<file path="src/rtl/ppfc_pkg.sv">
package ppfc_pkg;

    localparam int DW = 8;

    typedef logic [2:0] mode_t;

    localparam mode_t MODE_PS2  = 3'b001;
    localparam mode_t MODE_FWD  = 3'b010;
    localparam mode_t MODE_ECP  = 3'b011;
    localparam mode_t MODE_TEST = 3'b110;

    localparam logic [1:0] RA_FIFO = 2'd0;
    localparam logic [1:0] RA_CTRL = 2'd1;
    localparam logic [1:0] RA_STAT = 2'd2;
    localparam logic [1:0] RA_RLAT = 2'd3;

    // Read view of the control register, bit 7 down to bit 0
    typedef struct packed {
        mode_t mode;
        logic  err_mask;
        logic  dma_en;
        logic  service;
        logic  full;
        logic  empty;
    } ctrl_view_t;

    typedef struct packed {
        logic [5:0] rsvd;
        logic       done;
        logic       ovf;
    } stat_view_t;

    typedef enum logic [1:0] {
        ENG_IDLE,
        ENG_SETUP,
        ENG_PULSE,
        ENG_HOLD
    } eng_state_e;

    function automatic logic mode_takes_fifo(input mode_t m);
        return (m == MODE_FWD) || (m == MODE_ECP) || (m == MODE_TEST);
    endfunction

    function automatic int max3(input int a, input int b, input int c);
        int m;
        m = (a > b) ? a : b;
        return (m > c) ? m : c;
    endfunction

endpackage

</file>
<file path="src/rtl/ppfc_fifo.sv">
module ppfc_fifo #(
    parameter int DEPTH = 16,
    parameter int W     = 8
) (
    input  logic                           clk,
    input  logic                           rst,
    input  logic                           flush,
    input  logic                           push,
    input  logic [W-1:0]                   wdata,
    input  logic                           pop,
    output logic [W-1:0]                   rdata,
    output logic [$clog2(DEPTH+1)-1:0]     count,
    output logic                           empty,
    output logic                           full
);
    localparam int AW   = (DEPTH > 1) ? $clog2(DEPTH) : 1;
    localparam int CNTW = $clog2(DEPTH+1);

    logic [W-1:0]  mem [DEPTH];
    logic [AW-1:0] wptr, rptr;
    logic [CNTW-1:0] cnt_q;
    logic do_push, do_pop;

    assign empty   = (cnt_q == '0);
    assign full    = (cnt_q == CNTW'(DEPTH));
    assign do_push = push && !full;
    assign do_pop  = pop && !empty;
    assign rdata   = mem[rptr];
    assign count   = cnt_q;

    function automatic logic [AW-1:0] bump(input logic [AW-1:0] p);
        return (p == AW'(DEPTH-1)) ? '0 : p + 1'b1;
    endfunction

    always_ff @(posedge clk) begin
        if (do_push && !flush) begin
            mem[wptr] <= wdata;
        end
    end

    always_ff @(posedge clk) begin
        if (rst || flush) begin
            wptr  <= '0;
            rptr  <= '0;
            cnt_q <= '0;
        end else begin
            if (do_push) wptr <= bump(wptr);
            if (do_pop)  rptr <= bump(rptr);
            case ({do_push, do_pop})
                2'b10:   cnt_q <= cnt_q + 1'b1;
                2'b01:   cnt_q <= cnt_q - 1'b1;
                default: cnt_q <= cnt_q;
            endcase
        end
    end
endmodule

</file>
<file path="src/rtl/ppfc_strobe_eng.sv">
module ppfc_strobe_eng
    import ppfc_pkg::*;
#(
    parameter int SETUP_CYC = 1,
    parameter int PULSE_CYC = 2,
    parameter int HOLD_CYC  = 1
) (
    input  logic          clk,
    input  logic          rst,
    input  logic          run,
    input  logic          abort,
    input  logic          fifo_empty,
    input  logic [DW-1:0] fifo_rdata,
    input  logic          busy_in,
    output logic          pop,
    output logic [DW-1:0] pd_out,
    output logic          strobe,
    output logic          done
);
    localparam int CW = $clog2(max3(SETUP_CYC, PULSE_CYC, HOLD_CYC) + 1);
    localparam logic [CW-1:0] LD_SETUP = CW'(SETUP_CYC - 1);
    localparam logic [CW-1:0] LD_PULSE = CW'(PULSE_CYC - 1);
    localparam logic [CW-1:0] LD_HOLD  = CW'(HOLD_CYC - 1);

    eng_state_e    state_q;
    logic [CW-1:0] cnt_q;
    logic [DW-1:0] pd_q;
    logic          busy_seen_q;
    logic          live;

    assign live   = run && !abort;
    assign pop    = live && (state_q == ENG_IDLE) && !fifo_empty;
    assign strobe = (state_q == ENG_PULSE);
    assign pd_out = pd_q;
    assign done   = run && (state_q == ENG_IDLE) && fifo_empty && busy_seen_q;

    always_ff @(posedge clk) begin
        if (rst) begin
            state_q     <= ENG_IDLE;
            cnt_q       <= '0;
            pd_q        <= '0;
            busy_seen_q <= 1'b0;
        end else if (!live) begin
            state_q     <= ENG_IDLE;
            cnt_q       <= '0;
            busy_seen_q <= 1'b0;
        end else begin
            case (state_q)
                ENG_IDLE: begin
                    if (!fifo_empty) begin
                        pd_q        <= fifo_rdata;
                        cnt_q       <= LD_SETUP;
                        busy_seen_q <= 1'b0;
                        state_q     <= ENG_SETUP;
                    end else if (busy_in) begin
                        busy_seen_q <= 1'b1;
                    end
                end
                ENG_SETUP: begin
                    if (cnt_q != '0) begin
                        cnt_q <= cnt_q - 1'b1;
                    end else if (!busy_in) begin
                        cnt_q   <= LD_PULSE;
                        state_q <= ENG_PULSE;
                    end
                end
                ENG_PULSE: begin
                    if (busy_in) busy_seen_q <= 1'b1;
                    if (cnt_q != '0) begin
                        cnt_q <= cnt_q - 1'b1;
                    end else begin
                        cnt_q   <= LD_HOLD;
                        state_q <= ENG_HOLD;
                    end
                end
                default: begin
                    if (busy_in) busy_seen_q <= 1'b1;
                    if (cnt_q != '0) begin
                        cnt_q <= cnt_q - 1'b1;
                    end else begin
                        state_q <= ENG_IDLE;
                    end
                end
            endcase
        end
    end
endmodule

</file>
<file path="src/rtl/ppfc_regs.sv">
module ppfc_regs
    import ppfc_pkg::*;
#(
    parameter int DEPTH  = 16,
    parameter int THRESH = 8
) (
    input  logic                        clk,
    input  logic                        rst,
    input  logic                        wr_en,
    input  logic [1:0]                  addr,
    input  logic [DW-1:0]               wdata,
    input  logic                        fifo_empty,
    input  logic                        fifo_full,
    input  logic [$clog2(DEPTH+1)-1:0]  fifo_count,
    input  logic                        eng_done,
    input  logic                        dma_tc,
    input  logic                        fault_in,
    input  logic                        ack_in,
    input  logic [DW-1:0]               pd_in,
    output mode_t                       mode,
    output logic                        flush,
    output logic                        push,
    output logic                        ovf_flag,
    output logic                        pd_oe,
    output logic [DW-1:0]               rdata,
    output logic                        irq,
    output logic                        dma_req
);
    mode_t         mode_q;
    logic          mask_q, dma_q, svc_q, ovf_q, ack_q;
    logic [DW-1:0] rlat_q;
    logic          wr_fifo, wr_ctrl, wr_stat;
    logic          push_req, svc_set, svc_clr;
    logic          free_ok;
    logic          unused_wbit;
    ctrl_view_t    cview;
    stat_view_t    sview;

    assign unused_wbit = wdata[1];

    assign wr_fifo  = wr_en && (addr == RA_FIFO);
    assign wr_ctrl  = wr_en && (addr == RA_CTRL);
    assign wr_stat  = wr_en && (addr == RA_STAT);

    assign push_req = wr_fifo && mode_takes_fifo(mode_q);
    assign push     = push_req && !fifo_full;
    assign flush    = wr_ctrl && (wdata[7:5] != mode_q);

    assign free_ok  = (DEPTH - int'(fifo_count)) >= THRESH;
    assign svc_set  = ((mode_q == MODE_FWD) && !dma_q && free_ok) || (dma_q && dma_tc);
    assign svc_clr  = wr_ctrl && !wdata[2];

    assign mode     = mode_q;
    assign ovf_flag = ovf_q;
    assign pd_oe    = (mode_q == MODE_FWD);
    assign irq      = svc_q || (fault_in && !mask_q);
    assign dma_req  = dma_q && (mode_q == MODE_FWD) && !fifo_full && !svc_q;

    always_ff @(posedge clk) begin
        if (rst) begin
            mode_q <= MODE_PS2;
            mask_q <= 1'b1;
            dma_q  <= 1'b0;
        end else if (wr_ctrl) begin
            mode_q <= wdata[7:5];
            mask_q <= wdata[4];
            dma_q  <= wdata[3];
        end
    end

    always_ff @(posedge clk) begin
        if (rst) begin
            svc_q <= 1'b0;
        end else if (svc_set) begin
            svc_q <= 1'b1;
        end else if (svc_clr) begin
            svc_q <= 1'b0;
        end
    end

    always_ff @(posedge clk) begin
        if (rst) begin
            ovf_q <= 1'b0;
        end else if (push_req && fifo_full) begin
            ovf_q <= 1'b1;
        end else if (wr_stat && wdata[0]) begin
            ovf_q <= 1'b0;
        end
    end

    always_ff @(posedge clk) begin
        if (rst) begin
            ack_q  <= 1'b0;
            rlat_q <= '0;
        end else begin
            ack_q <= ack_in;
            if (ack_in && !ack_q && !pd_oe) begin
                rlat_q <= pd_in;
            end
        end
    end

    always_comb begin
        cview.mode     = mode_q;
        cview.err_mask = mask_q;
        cview.dma_en   = dma_q;
        cview.service  = svc_q;
        cview.full     = fifo_full;
        cview.empty    = fifo_empty;
        sview.rsvd     = '0;
        sview.done     = eng_done;
        sview.ovf      = ovf_q;
        case (addr)
            RA_CTRL: rdata = cview;
            RA_STAT: rdata = sview;
            RA_RLAT: rdata = rlat_q;
            default: rdata = '0;
        endcase
    end
endmodule

</file>
<file path="src/rtl/ppfifo_ctrl.sv">
module ppfifo_ctrl
    import ppfc_pkg::*;
#(
    parameter int DEPTH     = 16,
    parameter int THRESH    = 8,
    parameter int SETUP_CYC = 1,
    parameter int PULSE_CYC = 2,
    parameter int HOLD_CYC  = 1
) (
    input  logic       clk,
    input  logic       rst,
    input  logic       bus_wr,
    input  logic [1:0] bus_addr,
    input  logic [7:0] bus_wdata,
    output logic [7:0] bus_rdata,
    output logic [7:0] pd_out,
    output logic       pd_oe,
    input  logic [7:0] pd_in,
    output logic       strobe_out,
    input  logic       busy_in,
    input  logic       ack_in,
    input  logic       fault_in,
    input  logic       dma_tc,
    output logic       irq,
    output logic       dma_req
);
    localparam int CNTW = $clog2(DEPTH+1);

    mode_t           mode_q;
    logic            flush, push, pop;
    logic            fifo_empty, fifo_full, eng_done, ovf_flag;
    logic [CNTW-1:0] fifo_count;
    logic [DW-1:0]   fifo_rdata;

    ppfc_fifo #(.DEPTH(DEPTH), .W(DW)) fifo_i (
        .clk   (clk),
        .rst   (rst),
        .flush (flush),
        .push  (push),
        .wdata (bus_wdata),
        .pop   (pop),
        .rdata (fifo_rdata),
        .count (fifo_count),
        .empty (fifo_empty),
        .full  (fifo_full)
    );

    ppfc_regs #(.DEPTH(DEPTH), .THRESH(THRESH)) regs_i (
        .clk        (clk),
        .rst        (rst),
        .wr_en      (bus_wr),
        .addr       (bus_addr),
        .wdata      (bus_wdata),
        .fifo_empty (fifo_empty),
        .fifo_full  (fifo_full),
        .fifo_count (fifo_count),
        .eng_done   (eng_done),
        .dma_tc     (dma_tc),
        .fault_in   (fault_in),
        .ack_in     (ack_in),
        .pd_in      (pd_in),
        .mode       (mode_q),
        .flush      (flush),
        .push       (push),
        .ovf_flag   (ovf_flag),
        .pd_oe      (pd_oe),
        .rdata      (bus_rdata),
        .irq        (irq),
        .dma_req    (dma_req)
    );

    ppfc_strobe_eng #(
        .SETUP_CYC (SETUP_CYC),
        .PULSE_CYC (PULSE_CYC),
        .HOLD_CYC  (HOLD_CYC)
    ) eng_i (
        .clk        (clk),
        .rst        (rst),
        .run        (mode_q == MODE_FWD),
        .abort      (flush),
        .fifo_empty (fifo_empty),
        .fifo_rdata (fifo_rdata),
        .busy_in    (busy_in),
        .pop        (pop),
        .pd_out     (pd_out),
        .strobe     (strobe_out),
        .done       (eng_done)
    );
endmodule

</file>
<file path="config.mk">
export PLATFORM = sky130hd
export DESIGN_NAME = ppfifo_ctrl
export DESIGN_NICKNAME = d
export VERILOG_FILES = /design/src/rtl/ppfc_pkg.sv /design/src/rtl/ppfc_fifo.sv /design/src/rtl/ppfc_strobe_eng.sv /design/src/rtl/ppfc_regs.sv /design/src/rtl/ppfifo_ctrl.sv
export SDC_FILE = /design/constraint.sdc
export NUM_CORES = 1
export LEC_CHECK = 0
export BUFFER_PORTS_ARGS = -buffer_cell sky130_fd_sc_hd__buf_2
export CAP_MARGIN = 20
export CORE_MARGIN = 2
export CORE_UTILIZATION = 50
export CTS_CLUSTER_DIAMETER = 40
export DETAILED_ROUTE_END_ITERATION = 8
export GPL_ROUTABILITY_DRIVEN = 0
export PLACE_DENSITY = 0.68
export SYNTH_ARGS = -nofsm -noshare
export SYNTH_HDL_FRONTEND = slang
export SYNTH_SLANG_ARGS = --single-unit
</file>
<file path="constraint.sdc">
create_clock -name clk -period 4.6 [get_ports clk]
set_input_delay 0.23 -clock clk [delete_from_list [all_inputs] [get_ports clk]]
set_output_delay 0.23 -clock clk [all_outputs]
set_load 0.005 [all_outputs]
</file>
# --- Word level (Yosys, flattened, before mapping) ---
# Memory sizes are Yosys's and may differ from the RTL's. A register that Yosys moved wholly into a read port is not among the register bits.
# Index checks and enable logic that the tools add are counted.
word_totals:
  memories: 1
  register_bits: 34
  ramBits: 128
  elab_cells: 121
op_classes:
  n_eq_ne: 20
  addsub: 6
  n_lt_le_gt_ge: 1
  reduce_logical: 53
  n_mux: 25
  bitwise: 2
mem_list:
  columns: ["name", "depth", "word_bits", "read_ports", "rd_ports_with_merged_regs", "write_ports", "line_no", "source"]
  rows:
  - ["fifo_i.mem", 16, 8, 1, 1, 1, "ppfc_fifo.sv:19", "logic [W-1:0] mem [DEPTH];"]
ops:
  columns: ["op", "count"]
  rows:
  - ["32-bit by 5-bit greater-or-equal comparator with 1-bit output, second input constant", 1]
  - ["1-bit logical AND", 27]
  - ["8-bit case mux with 3 select lines", 1]
  - ["2-bit 2-to-1 mux", 10]
  - ["2-bit case mux with 3 select lines", 2]
  - ["5-bit case mux with 2 select lines", 1]
  - ["1-bit logical NOT", 9]
  - ["4-bit by 1-bit adder with 4-bit output, second input constant", 2]
  - ["2-bit equality test, second input constant", 4]
  - ["4-bit equality test, second input constant", 2]
  - ["1-bit 2-to-1 mux", 8]
  - ["4-bit 2-to-1 mux", 2]
  - ["2-bit inequality test, second input constant", 4]
  - ["2-bit nonzero test", 4]
  - ["2-bit by 1-bit equality test with 1-bit output, second input constant", 3]
  - ["3-bit by 2-bit equality test with 1-bit output, second input constant", 2]
  - ["3-bit AND reduction", 2]
  - ["5-bit by 5-bit subtractor with 6-bit output, first input constant", 1]
  - ["5-bit by 1-bit adder with 5-bit output, second input constant", 1]
  - ["5-bit equality test, second input constant", 1]
  - ["5-bit logical NOT", 1]
  - ["1-bit logical OR", 5]
  - ["5-bit AND reduction", 1]
  - ["5-bit by 1-bit subtractor with 5-bit output, second input constant", 1]
  - ["other kinds (10)", 12]

# --- Longest topological paths before layout ---
depth:
  ltp_word: 10
  mapped_depth: 16
  depth_no_buf: 14

# --- Cells and area by module ---
# Synthesis repeated with hierarchy kept, for this count alone.
unflattened:
  cells_unflattened: 496
  hier_area_um2: 7490.9
modules_own_cells:
  columns: ["mod", "seq_area_each_um2", "area_each_um2", "cells_each", "instances"]
  rows:
  - ["ppfc_fifo", 4184.0, 5810.6, 316, 1]
  - ["ppfc_regs", 320.3, 902.1, 100, 1]
  - ["ppfc_strobe_eng", 260.2, 765.7, 79, 1]
  - ["ppfifo_ctrl", 0.0, 12.5, 1, 1]

# --- Worst setup path before layout ---
# Ideal clock, no wire load.
synth_path:
  path_kind: "register to register"
  from: "register fifo_i.cnt_q[1] (netlist: fifo_i.count[1])"
  to: "register fifo_i.cnt_q[4] (netlist: fifo_i.count[4])"
  setup_time_ps: 70
  required_ps: 4530
  synth_period_minus_slack_ps: 3360
  arrival_time_ps: 3290
  path_stages_with_launch: 17
  path_slack_ps: 1240
  path_cell_list: "dfxtp_1 -> clkbuf_1 -> or3_1 -> nor2_1 -> ha_1 -> or2b_2 -> or3_4 -> inv_2 -> buf_4 -> ha_1 -> xor2_1 -> ha_1 -> a211o_1 -> a21oi_1 -> a221oi_1 -> or3_1 -> a21oi_1"
synth_between:
  elab_chain_cells: 6
  elab_cells_between_ends: 14
  classes_between: "add/sub (2); eq/ne (3); mux (1); reduce/logical (8)"
synth_rtl:
  columns: ["element", "line_no", "source"]
  rows:
  - ["start, declared", "ppfc_fifo.sv:21", "logic [CNTW-1:0] cnt_q;"]
  - ["start signal, assigned", "ppfc_fifo.sv:50", "2'b10: cnt_q <= cnt_q + 1'b1;"]
  - ["start signal, assigned", "ppfc_fifo.sv:51", "2'b01: cnt_q <= cnt_q - 1'b1;"]
  - ["start signal, assigned", "ppfc_fifo.sv:52", "default: cnt_q <= cnt_q;"]
  - ["5-bit logical NOT *", "ppfc_fifo.sv:24", "assign empty = (cnt_q == '0);"]
  - ["1-bit logical NOT *", "ppfc_fifo.sv:27, ppfc_strobe_eng.sv:32", null]
  - ["1-bit logical AND", "ppfc_strobe_eng.sv:32", "assign pop = live && (state_q == ENG_IDLE) && !fifo_empty;"]
  - ["1-bit logical AND *", "ppfc_fifo.sv:27", "assign do_pop = pop && !empty;"]
  - ["named net fifo_i.do_pop", "ppfc_fifo.sv:22", "logic do_push, do_pop;"]
  - ["2-bit by 1-bit equality test with 1-bit output or 2-bit equality test (tied branches)", "ppfc_fifo.sv:49", "case ({do_push, do_pop})"]
  - ["5-bit case mux with 2 select lines or 2-bit nonzero test (tied branches)", null, null]
# The timed path passes the listed nets; every way through them passes the cells marked *.
# A chain may end at the register's enable or synchronous reset.

# --- Worst setup path in the final report ---
layout_path:
  from: "register fifo_i.cnt_q[1] (netlist: fifo_i.count[1])"
  to: "register fifo_i.cnt_q[4] (netlist: fifo_i.count[4])"
layout_between:
  elab_chain_cells: 6
  elab_cells_between_ends: 14
  classes_between: "add/sub (2); eq/ne (3); mux (1); reduce/logical (8)"
layout_rtl:
  columns: ["element", "line_no"]
  rows:
  - ["5-bit equality test or 5-bit logical NOT (tied branches)", "ppfc_fifo.sv:25, ppfc_fifo.sv:24"]
  - ["1-bit logical NOT (on tied branches)", null]
  - ["1-bit logical AND (on tied branches)", "ppfc_regs.sv:46, ppfc_strobe_eng.sv:32"]
  - ["1-bit logical AND (on tied branches)", "ppfc_fifo.sv:26, ppfc_fifo.sv:27"]
  - ["2-bit by 1-bit equality test with 1-bit output or 2-bit equality test (tied branches)", "ppfc_fifo.sv:49"]
  - ["5-bit case mux with 2 select lines or 2-bit nonzero test (tied branches)", null]
# Parallel ways exist; a longest one is shown, timed or not.

==> results.toml <==
[run_status]
status = "completed"

[clock_tree]
cts_buffers = 17
clk_latency_ps = 430
cts_buffer_depth = 2
ctsResizeCount = 0
htree_levels = 4
clk_pin_slew_ps = 70
cts_hold_buf = 0
cts_tree = "done"
clkSinkCount = 170
postCtsSetupBuffers = 0
root_buffer = "clkbuf_16"

[die]
coreArea_um2 = 14420
fp.dieArea_um2 = 15600
dieHeight_um = 124.9
start_util_pct = 50.66
io_pins = 45
die_x_um = 124.9
rows = 44

[grt]
grtUsageTotal_pct = 20.29
antenna_found_initial = 0
grt_max_degree = 39
grt_first_pass_wirelength_um = 23720
grt.overflow.total = 0
grt_pass1_vias = 4258

[pwr]
power_density_nw_per_um2 = 393.2
swShare_pct = 19.86
p_seq_share_pct = 50.9
p_leak_nw = 2.869
net-switching-power_w = 0.0006479
combPwrFrac_pct = 2.3
internal_power_w = 0.002614
peakVddDrop_mv = 0.2192
p_clk_share_pct = 46.8

[sta]
setup_viol = 0
max_freq_ghz = 0.2642
worst_pin_slew_ps = 1030
period_share_pct = 82.30
skew_ps = 10.01
final.setup.tns_ps = 0
fin_ws_ps = 814.3
rsz0062_at_grt = "false"
post-route-min-period_ps = 3786
relSlewSlack_pct = 31.34
finalHoldViolations = 0
slew_violations = 0

[setup_path]
critPathArrivalTime_ps = 4140
crit_fanout = 14
criticalPathCategory = "flop to flop"
ff2ff_path_depth = 14
critPathLaunchType = "flop"
required_ps = 4960
critPathCaptureType = "flop"
reg2reg_slack_ps = 810

[yosys]
synth_area_um2 = 7307
synth_cells = 499
synth_top_area_share_pct = 52.60
yosysWarnings = 0
synth_edf_count = 128
yosysSeqAreaShare_pct = 64.11
yosysTopAreaCell = "edfxtp_1"
synth-seq-cells = 170
synth_nets = 542
synth.area.top_cells = "edfxtp_1 53%, dfxtp_1 12%, mux4_2 7.4%, mux2i_1 4.1%, ha_1 3.1%"
ys.flop_type = "edfxtp_1"
async_flop_share_pct = 0
synth_cell_type_count = 52
synth_area_per_cell_um2 = 14.64

[route]
wl_um = 15370
drtIter0Drc = 447
wl_per_cell_um = 20.83
antenna_left = 0
via_per_inst = 5.767
dr.pass1.iters = 5
via_count = 4256
drc = 0

[placement]
place_ws_ps = 877.7
port_buffers = 44
dp_hpwl_um = 9845

[flow_run]
cap_violations = 0

[final_layout]
antenna_cells = 0
finalNetCount = 584
drive_above_1_share_pct = 24.37
area_growth_pct = 13.51

[hold_path]
holdPathStages = 2
hold_class = "input port to flop"
==> synthesized netlist by cell type, types with 7 or more instances <==
library cell	instances
edfxtp_1	128
nor2_1	46
dfxtp_1	42
mux2i_1	30
mux4_2	24
nand2_1	20
mux2_2	19
ha_1	18
a211oi_1	17
inv_1	15
a21oi_1	14
nor3_1	14
clkbuf_1	12
nor2b_1	10
o21ai_0	10
o22ai_1	10
nand2b_1	7
==> layer usage <==
layer  vias up  wire length, µm  track usage, %
li1       1980                -               -
met1      2126             6521           26.09
met3        24              731           4.553
met2       126             7776           33.78
met4         0              344           7.843
met5         -                0               0
==> power groups by stage <==
stage                     logic (W)  clock network (W)  registers (W)
after floorplan           0.0000363                  0        0.00169
after global placement    0.0000725                  0        0.00169
after detailed placement  0.0000752                  0        0.00169
after CTS                 0.0000753            0.00154        0.00166
after global routing      0.0000820            0.00159        0.00166
final                     0.0000753            0.00153        0.00166
==> cells by family (layout without fill, tap and decap cells) <==
| group | count (synthesis) | in the layout | share of synthesized area [%] |
|---|---|---|---|
| flip-flops | 170 | 170 | 64.11 |
| AND/OR/NAND/NOR | 116 | 116 | 7.826 |
| multiplexers | 73 | 73 | 14.44 |
| AO/OA/AOI/OAI | 72 | 72 | 6.610 |
| buffers and inverters | 43 | 98 | 3.099 |
| adder cells (fa/ha/maj) | 18 | 18 | 3.082 |
| XOR/XNOR | 7 | 7 | 0.8391 |
==> critical path, cell delays in order (launching register included) <==
cell and delay [ps]:
dfxtp_1 460, or3_1 210, nor2_1 90, ha_1 250, or2b_2 330, or3_4 430, inv_2 220, ha_1 380
xor2_1 180, ha_1 220, nor2_1 60, o32ai_1 250, a221oi_1 170, or3_1 350, a21oi_1 140
==> metrics by stage <==
stage	hold WS (ps)	std cells	power [W]	utilization, %	area, µm²
6_report	37.57	738	0.003261	57.50	8294
5_1_grt	52.23	738	0.003335	57.50	8294
4_1_cts	28.40	738	0.003277	57.50	8294
3_5_place_dp	466.1	706	0.001767	52.96	7639
3_3_place_gp	459.9	705	0.001764	52.91	7631
2_1_floorplan	328.9	499	0.001727	-	7307
==> registers in the layout, indices dropped and copies added (netlist names) <==
name / cells
eng_i.pd_out: 8
eng_i.cnt_q: 2
fifo_i.wptr: 4
fifo_i.rptr: 4
fifo_i.mem: 128
regs_i.rlat_q: 8
eng_i.state_q: 2
fifo_i.count: 5
regs_i.mask_q: 1
regs_i.dma_q: 1
regs_i.mode: 3
eng_i.busy_seen_q: 1
regs_i.svc_q: 1
regs_i.ovf_flag: 1
regs_i.ack_q: 1
==> layout make-up <==
class / count / area (µm²)
clock inverters: 8 / 87.58
well taps: 184 / 230.2
multi-input cells: 286 / 2396
clock buffers: 24 / 568.0
fillers: 1119 / 6130
repair buffers: 50 / 265.3
inverters: 16 / 60.06
flip-flops and latches: 170 / 4687
==> cell usage in the layout (no fill, tap or decap), types with 3 or more instances in the layout <==
| master | synthesis | layout |
|---|---|---|
| edfxtp_1 | 128 | 128 |
| nor2_1 | 46 | 46 |
| buf_2 | 4 | 44 |
| dfxtp_1 | 42 | 40 |
| mux2i_1 | 30 | 30 |
| mux4_2 | 24 | 24 |
| clkbuf_16 | 0 | 22 |
| nand2_1 | 20 | 20 |
| mux2_2 | 19 | 19 |
| ha_1 | 18 | 18 |
| a211oi_1 | 17 | 17 |
| inv_1 | 15 | 15 |
| nor3_1 | 14 | 14 |
| a21oi_1 | 14 | 14 |
| nor2b_1 | 10 | 10 |
| o21ai_0 | 10 | 10 |
| o22ai_1 | 10 | 10 |
| nand2b_1 | 7 | 7 |
| buf_4 | 2 | 6 |
| a31oi_1 | 5 | 5 |
| or3_1 | 5 | 5 |
| xnor2_1 | 4 | 4 |
| xor2_1 | 3 | 3 |
| a211o_1 | 3 | 3 |
==> final timing paths <==
check               endpoint             from
min             regs_i.ack_q           ack_in
min reg2reg  eng_i.pd_out[3]  eng_i.pd_out[3]
max          fifo_i.count[4]  fifo_i.count[1]
max reg2reg  fifo_i.count[4]  fifo_i.count[1]
No activity file was read; power rests on OpenSTA's default activity.
